--- config.mk ---
export PLATFORM = sky130hd
export DESIGN_NAME = wm_slot_verifier
export DESIGN_NICKNAME = d
export VERILOG_FILES = /design/src/rtl/wm_pkg.sv /design/src/rtl/wm_lfsr.sv /design/src/rtl/wm_tapline.sv /design/src/rtl/wm_relation.sv /design/src/rtl/wm_tally.sv /design/src/rtl/wm_slot_verifier.sv
export SDC_FILE = /design/constraint.sdc
export NUM_CORES = 1
export LEC_CHECK = 0
export BUFFER_PORTS_ARGS = -buffer_cell sky130_fd_sc_hd__buf_2
export CAP_MARGIN = 0
export CORE_AREA = 4 4 196 198
export DETAILED_ROUTE_END_ITERATION = 8
export DIE_AREA = 0 0 200 202
export PLACE_DENSITY_LB_ADDON = 0.08
export SLEW_MARGIN = 20
export SYNTH_ARGS = -nofsm -noshare
export SYNTH_HDL_FRONTEND = slang
export SYNTH_SLANG_ARGS = --single-unit
--- constraint.sdc ---
create_clock -name clk -period 14.6 [get_ports clk]
set_clock_uncertainty 0.15 [all_clocks]
set_input_delay 2.19 -clock clk [delete_from_list [all_inputs] [get_ports clk]]
set_output_delay 2.19 -clock clk [all_outputs]
set_load 0.05 [all_outputs]
--- src/rtl/wm_pkg.sv ---
package wm_pkg;

  localparam int SMP_W = 16;
  localparam int TAPS  = 8;
  localparam int NREL  = 4;
  localparam int REL_W = $clog2(NREL);

  typedef enum logic [1:0] {
    ST_IDLE  = 2'd0,
    ST_ISSUE = 2'd1,
    ST_WATCH = 2'd2
  } vstate_e;

  // one step of the stimulus generator, x^16+x^14+x^13+x^11+1
  function automatic logic [SMP_W-1:0] lfsr_step(input logic [SMP_W-1:0] s);
    return {s[SMP_W-2:0], s[15] ^ s[13] ^ s[12] ^ s[10]};
  endfunction

endpackage

--- src/rtl/wm_lfsr.sv ---
module wm_lfsr
  import wm_pkg::*;
#(
  parameter logic [SMP_W-1:0] SEED = 16'hACE1
) (
  input  logic             clk,
  input  logic             rst_n,
  input  logic             load,
  input  logic             step,
  output logic [SMP_W-1:0] state
);

  always_ff @(posedge clk or negedge rst_n) begin
    if (!rst_n)    state <= SEED;
    else if (load) state <= SEED;
    else if (step) state <= lfsr_step(state);
  end

endmodule

--- src/rtl/wm_tapline.sv ---
module wm_tapline #(
  parameter int W     = 16,
  parameter int DEPTH = 8
) (
  input  logic                  clk,
  input  logic                  rst_n,
  input  logic                  clr,
  input  logic                  shift,
  input  logic [W-1:0]          din,
  output logic [DEPTH-1:0][W-1:0] taps
);

  for (genvar i = 0; i < DEPTH; i++) begin : g_stage
    if (i == 0) begin : g_head
      always_ff @(posedge clk or negedge rst_n) begin
        if (!rst_n)     taps[i] <= '0;
        else if (clr)   taps[i] <= '0;
        else if (shift) taps[i] <= din;
      end
    end else begin : g_body
      always_ff @(posedge clk or negedge rst_n) begin
        if (!rst_n)     taps[i] <= '0;
        else if (clr)   taps[i] <= '0;
        else if (shift) taps[i] <= taps[i-1];
      end
    end
  end

endmodule

--- src/rtl/wm_relation.sv ---
module wm_relation
  import wm_pkg::*;
#(
  parameter int               CW   = 16,
  parameter int               OW   = SMP_W + CW + 1,
  parameter logic [8*CW-1:0]  COEF = '0
) (
  input  logic [TAPS-1:0][SMP_W-1:0] taps,
  input  logic [REL_W-1:0]           rel,
  output logic [OW-1:0]              value
);

  localparam logic [CW-1:0] H0 = COEF[0*CW +: CW];
  localparam logic [CW-1:0] H1 = COEF[1*CW +: CW];
  localparam logic [CW-1:0] H5 = COEF[5*CW +: CW];
  localparam logic [CW-1:0] H6 = COEF[6*CW +: CW];
  localparam logic [CW-1:0] H7 = COEF[7*CW +: CW];

  function automatic logic [OW-1:0] mul(input logic [SMP_W-1:0] x,
                                        input logic [CW-1:0]    h);
    return OW'(x) * OW'(h);
  endfunction

  // middle taps only carry samples towards the oldest positions
  logic unused_mid;
  assign unused_mid = ^{taps[3], taps[4], taps[5]};

  always_comb begin
    unique case (rel)
      2'd0:    value = mul(taps[2], H5);
      2'd1:    value = mul(taps[0], H7) + mul(taps[1], H6);
      2'd2:    value = mul(taps[6], H1) + mul(taps[7], H0);
      default: value = mul(taps[2], H5);
    endcase
  end

endmodule

--- src/rtl/wm_tally.sv ---
module wm_tally #(
  parameter int CNT_W = 16
) (
  input  logic             clk,
  input  logic             rst_n,
  input  logic             clr,
  input  logic             inc,
  output logic [CNT_W-1:0] cnt
);

  always_ff @(posedge clk or negedge rst_n) begin
    if (!rst_n)                   cnt <= '0;
    else if (clr)                 cnt <= '0;
    else if (inc && (cnt != '1))  cnt <= cnt + CNT_W'(1);
  end

endmodule

--- src/rtl/wm_slot_verifier.sv ---
module wm_slot_verifier
  import wm_pkg::*;
#(
  parameter int                     COEF_W   = 16,
  parameter int                     OUT_W    = SMP_W + COEF_W + 1,
  parameter int                     PERIOD   = 8,
  parameter int                     NSLOT    = 4,
  parameter int                     OFS_W    = 8,
  parameter logic [NSLOT*OFS_W-1:0] SLOT_OFS = 32'h06_04_02_01,
  parameter logic [NSLOT*REL_W-1:0] SLOT_REL = 8'b11_10_01_00,
  parameter logic [8*COEF_W-1:0]    COEF     = {16'd61, 16'd513, 16'd7, 16'd40000,
                                                16'd1021, 16'd250, 16'd17, 16'd3},
  parameter logic [SMP_W-1:0]       SEED     = 16'hACE1,
  parameter int                     CNT_W    = 16,
  parameter int                     NP_W     = 16
) (
  input  logic             clk,
  input  logic             rst_n,
  input  logic             start,
  input  logic [NP_W-1:0]  num_periods,
  output logic             stim_valid,
  input  logic             stim_ready,
  output logic [SMP_W-1:0] stim_data,
  input  logic             obs_valid,
  input  logic [OUT_W-1:0] obs_data,
  output logic [CNT_W-1:0] match_cnt,
  output logic [CNT_W-1:0] mis_cnt,
  output logic             done,
  output logic             pass
);

  localparam int            PH_W    = (PERIOD > 1) ? $clog2(PERIOD) : 1;
  localparam logic [PH_W-1:0] LAST_PH = PH_W'(PERIOD - 1);

  vstate_e                    state;
  logic [PH_W-1:0]            ph;
  logic [NP_W-1:0]            per_cnt;
  logic [NP_W-1:0]            np_q;
  logic                       go;
  logic                       accept;
  logic                       watching;
  logic [NSLOT-1:0]           slot_hit;
  logic                       any_hit;
  logic [REL_W-1:0]           rel_sel;
  logic [OUT_W-1:0]           ref_val;
  logic                       slot_ok;
  logic                       mat_inc;
  logic                       mis_inc;
  logic [TAPS-1:0][SMP_W-1:0] taps;

  assign go         = (state == ST_IDLE) && start;
  assign accept     = (state == ST_ISSUE) && stim_ready;
  assign watching   = (state == ST_WATCH);
  assign stim_valid = (state == ST_ISSUE);

  // stimulus source and local copy of the sample history
  wm_lfsr #(.SEED(SEED)) u_lfsr (
    .clk   (clk),
    .rst_n (rst_n),
    .load  (go),
    .step  (accept),
    .state (stim_data)
  );

  wm_tapline #(.W(SMP_W), .DEPTH(TAPS)) u_hist (
    .clk   (clk),
    .rst_n (rst_n),
    .clr   (go),
    .shift (accept),
    .din   (stim_data),
    .taps  (taps)
  );

  // schedule decode: one comparator per entry
  for (genvar j = 0; j < NSLOT; j++) begin : g_slot
    assign slot_hit[j] = watching &&
                         (OFS_W'(ph) == SLOT_OFS[j*OFS_W +: OFS_W]);
  end

  // lowest-indexed entry wins on a shared offset
  always_comb begin
    any_hit = 1'b0;
    rel_sel = '0;
    for (int j = NSLOT - 1; j >= 0; j--) begin
      if (slot_hit[j]) begin
        any_hit = 1'b1;
        rel_sel = SLOT_REL[j*REL_W +: REL_W];
      end
    end
  end

  wm_relation #(.CW(COEF_W), .OW(OUT_W), .COEF(COEF)) u_rel (
    .taps  (taps),
    .rel   (rel_sel),
    .value (ref_val)
  );

  assign slot_ok = !obs_valid && (obs_data == ref_val);
  assign mat_inc = any_hit && slot_ok;
  assign mis_inc = any_hit && !slot_ok;

  wm_tally #(.CNT_W(CNT_W)) u_match (
    .clk   (clk),
    .rst_n (rst_n),
    .clr   (go),
    .inc   (mat_inc),
    .cnt   (match_cnt)
  );

  wm_tally #(.CNT_W(CNT_W)) u_miss (
    .clk   (clk),
    .rst_n (rst_n),
    .clr   (go),
    .inc   (mis_inc),
    .cnt   (mis_cnt)
  );

  // run sequencer
  always_ff @(posedge clk or negedge rst_n) begin
    if (!rst_n) begin
      state   <= ST_IDLE;
      ph      <= '0;
      per_cnt <= '0;
      np_q    <= '0;
      done    <= 1'b0;
      pass    <= 1'b0;
    end else begin
      done <= 1'b0;
      unique case (state)
        ST_IDLE: begin
          if (start) begin
            per_cnt <= '0;
            np_q    <= num_periods;
            if (num_periods == '0) begin
              done <= 1'b1;
              pass <= 1'b1;
            end else begin
              pass  <= 1'b0;
              state <= ST_ISSUE;
            end
          end
        end
        ST_ISSUE: begin
          if (stim_ready) begin
            ph    <= '0;
            state <= ST_WATCH;
          end
        end
        ST_WATCH: begin
          ph <= ph + PH_W'(1);
          if (ph == LAST_PH) begin
            per_cnt <= per_cnt + NP_W'(1);
            if (per_cnt == np_q - NP_W'(1)) begin
              state <= ST_IDLE;
              done  <= 1'b1;
              pass  <= (mis_cnt == '0) && !mis_inc;
            end else begin
              state <= ST_ISSUE;
            end
          end
        end
        default: state <= ST_IDLE;
      endcase
    end
  end

endmodule

==> results.md <==
* Outcome: complete, no violations
* Pin count of the biggest net entering global routing at 98
* Area inside the core boundary at 36500 sq um
* Int Pwr at 1.56 mW
* Non-filler instance count after layout at 2405
* Post-layout minimum cycle time at 8.43 ns
* Number of global-route vias before repair at 13500
* Top-level I/O count at 105
* Number of clock sinks seen by CTS at 151
* Cells after Synth at 1878
* Initial core utilization at 44.6%
* Post-detailed-route DRC marker count at 0
* Design Power at 3.47 mW
* CTS H-Tree Depth at 4
* Die outline width at 200 um
* Number of pins exceeding their max-slew limit in the final report at 0
* Yosys warnings at 0
* CTS tree: built
* Maximum fanout along the worst path at 30
* Leading cell type in the layout, fill and taps excluded: inv_1
* Total global-route track usage at 23.0%
* Placer Congestion at 0.911
* Combined area of all synthesized cells at 16300 sq um
* Final clock period utilization by the worst path at 57.7%
* Count of input and output buffers at 104
* Resized cells post-CTS at 0
* Arrival @ worst endpoint at 8.63 ns
* Buffers inserted by post-CTS timing repair at 0
* Power density normalized to cell area at 197 nW/um^2
* Met3 global-route usage at 3.13%
* Final sum of negative setup slack at 0 ns
* Post-DP HPWL at 36400 um
* Number of flip-flops and latches in the synthesized netlist at 151
* Area Growth Syn to Fin at 8.00%
* RSZ-0062 raised after global routing: no
* Net count, final at 2271
* Wirelength, routed at 45700 um
* Syn_area_per_cell at 8.68 sq um
* CP endpoint kind: flip-flop
* Total clock buffers created by CTS at 17
* Number of placed instances with taps included at 2373
* Overall die area at 40400 sq um
* Net switching share of the total power at 55.2%
* Crit path kind: flip-flop to flip-flop
* First DRT Iteration DRCs at 837
* Area leader, netlist: dfrtp_1
* Most common flop cell mapped by yosys: dfrtp_1
* Ratio of routed vias to standard cells at 5.68
* Syn_nets at 2225
* M1 GR Usage at 34.8%
* Portion of total power attributed to sequential cells at 17.4%
* Clock insertion delay at the later pin of the skew report at 0.43 ns
* Quantity of hold-fixing buffers added after cts at 0
* Clock buffer depth at 2
* Worst EP required at 14.79 ns
* Core Util, Final at 48.2%
* Floorplan die height at 202 um
* Max-cap check violation count at 0
* Clock network power share at 13.0%
* Routed wire per std cell at 19.0 um
* Final antenna diode count at 0
* Total global routing overflow at 0
* Final setup violation count at 0
* Distinct cell type count of the synthesized netlist at 99
* Most frequent cells in the layout: inv_1, nand2_1, ha_1
* Static leakage at 8.80 nW
* Share of the yosys chip area belonging to registers at 23.2%
* Initial DRT Pass Iterations at 8
* Root Driver: clkbuf_16
* Global routing usage on met2 at 34.7%
* Minimum setup slack among reg-to-reg paths at 6.17 ns
* FFs w/ async S/R, synth at 100%
* DR vias at 13700
* Switching component of the power at 1.92 mW
* Synth top area share at 21.9%
* CTS clk-pin slew, worst paths at 0.07 ns
* Kind of launch point of the worst setup path: flip-flop
* Transition time at the pin with the least slew margin at 1.03 ns
* Worst vdd ir at 150 uV
* Antenna Nets Post-Route at 0
* Synth top area cells: dfrtp_1, ha_1, fa_1, inv_1, nand2_1
* Initial antenna violation count at 0
* Number of synthesized flops with an enable pin at 0
* Number of endpoints with negative hold slack in the final report at 0
* Worst slew slack as a fraction of its limit at 31.2%
* First-pass GRT wire length at 74600 um
* Std-Cell Rows at 70
* Gate power share at 69.6%
* Fraction of layout cells with a size suffix above 1 at 10.3%
* Max Freq at 119 MHz
* Type of the worst min-delay path: flip-flop to flip-flop
* Most Used Layer, Global Route: met1
-- final timing paths --
| path | from | to | depth (start not counted) |
|---|---|---|---|
| setup reg to reg | u_hist.taps[4] | u_match.cnt[15] | 22 |
| min in group asynchronous | rst_n | u_match.cnt[3] | 1 |
| hold reg to reg | u_lfsr.state[7] | u_lfsr.state[7] | 2 |
| setup / recovery | u_hist.taps[4] | u_match.cnt[15] | 22 |
| hold / removal | u_lfsr.state[7] | u_lfsr.state[7] | 2 |
| max in group asynchronous | rst_n | u_hist.taps[118] | 2 |
-- registers in the layout, summed over array words and instances, names as in the netlist --
| signal | flops |
|---|---|
| u_lfsr.state | 8 |
| u_miss.cnt | 16 |
| u_hist.taps | 72 |
| np_q | 16 |
| pass | 1 |
| ph | 3 |
| per_cnt | 16 |
| done | 1 |
| u_match.cnt | 16 |
| state | 2 |
-- power groups by stage --
stage | Sequential, mW | Combinational (mW) | Clock, mW
CTS | 0.606 | 2.43 | 0.464
global placement | 0.612 | 2.40 | 0
detailed placement | 0.613 | 2.40 | 0
finish | 0.605 | 2.42 | 0.452
global route | 0.620 | 2.74 | 0.480
floorplan | 0.615 | 1.93 | 0
-- stage by stage --
stage               setup slack [ns]  hold slack [ns]  cell area [sq um]
floorplan                       7.67            0.300              16300
global placement                6.30            0.308              17000
detailed placement              6.24            0.313              17000
global route                    5.73            0.335              17600
CTS                             6.19            0.324              17600
finish                          6.17            0.318              17600
-- routing by layer --
layer / part of all wire (%) / wire (um)
met5: 0 / 0
met4: 2.2 / 991
met3: 4.7 / 2140
met2: 44 / 20300
met1: 49 / 22200
-- kinds of logic after synthesis --
family          Yosys count  synth area share, %
fa+ha+maj               293                 27.4
mux                      31                 1.98
flops                   151                 23.2
buf+inv                 330                 8.59
simple gates            581                 17.9
compound gates          420                 17.0
xor+xnor                 72                 3.87
-- worst max-delay path, cell delays in order, from the launching register on --
cell	delay (ns)
dfrtp_1	0.60
fa_1	0.62
inv_1	0.06
fa_1	0.53
inv_1	0.05
ha_1	0.19
inv_1	0.07
fa_1	0.43
fa_1	0.47
fa_1	0.54
inv_1	0.04
ha_1	0.47
o21ai_0	0.15
a211oi_1	0.39
o31ai_2	0.19
xor2_1	0.27
nor2_1	0.09
or4_1	0.47
a221o_1	0.35
nor4_2	0.71
nand4_2	0.65
or4_1	0.67
a21oi_1	0.16
-- cell usage after synthesis, types with 25 or more instances --
cell,number
a21oi_1,114
o21ai_0,94
nand2_1,214
or3_1,27
xnor2_1,37
inv_1,245
nor3_1,35
nand3_1,59
ha_1,187
nand4_1,29
a22o_1,25
xor2_1,35
clkbuf_1,45
dfrtp_1,143
nor2_1,79
fa_1,106
-- area by class of cell --
| cell class | count | area (sq um) |
|---|---|---|
| Clock buffer | 20 | 457 |
| Timing Repair Buffer | 112 | 587 |
| Tap cell | 468 | 586 |
| Multi-Input combinational cell | 1397 | 11100 |
| Fill cell | 3658 | 18900 |
| Clock inverter | 12 | 144 |
| Inverter | 245 | 920 |
| Sequential cell | 151 | 3790 |
No activity file was read; power rests on OpenSTA's default activity.
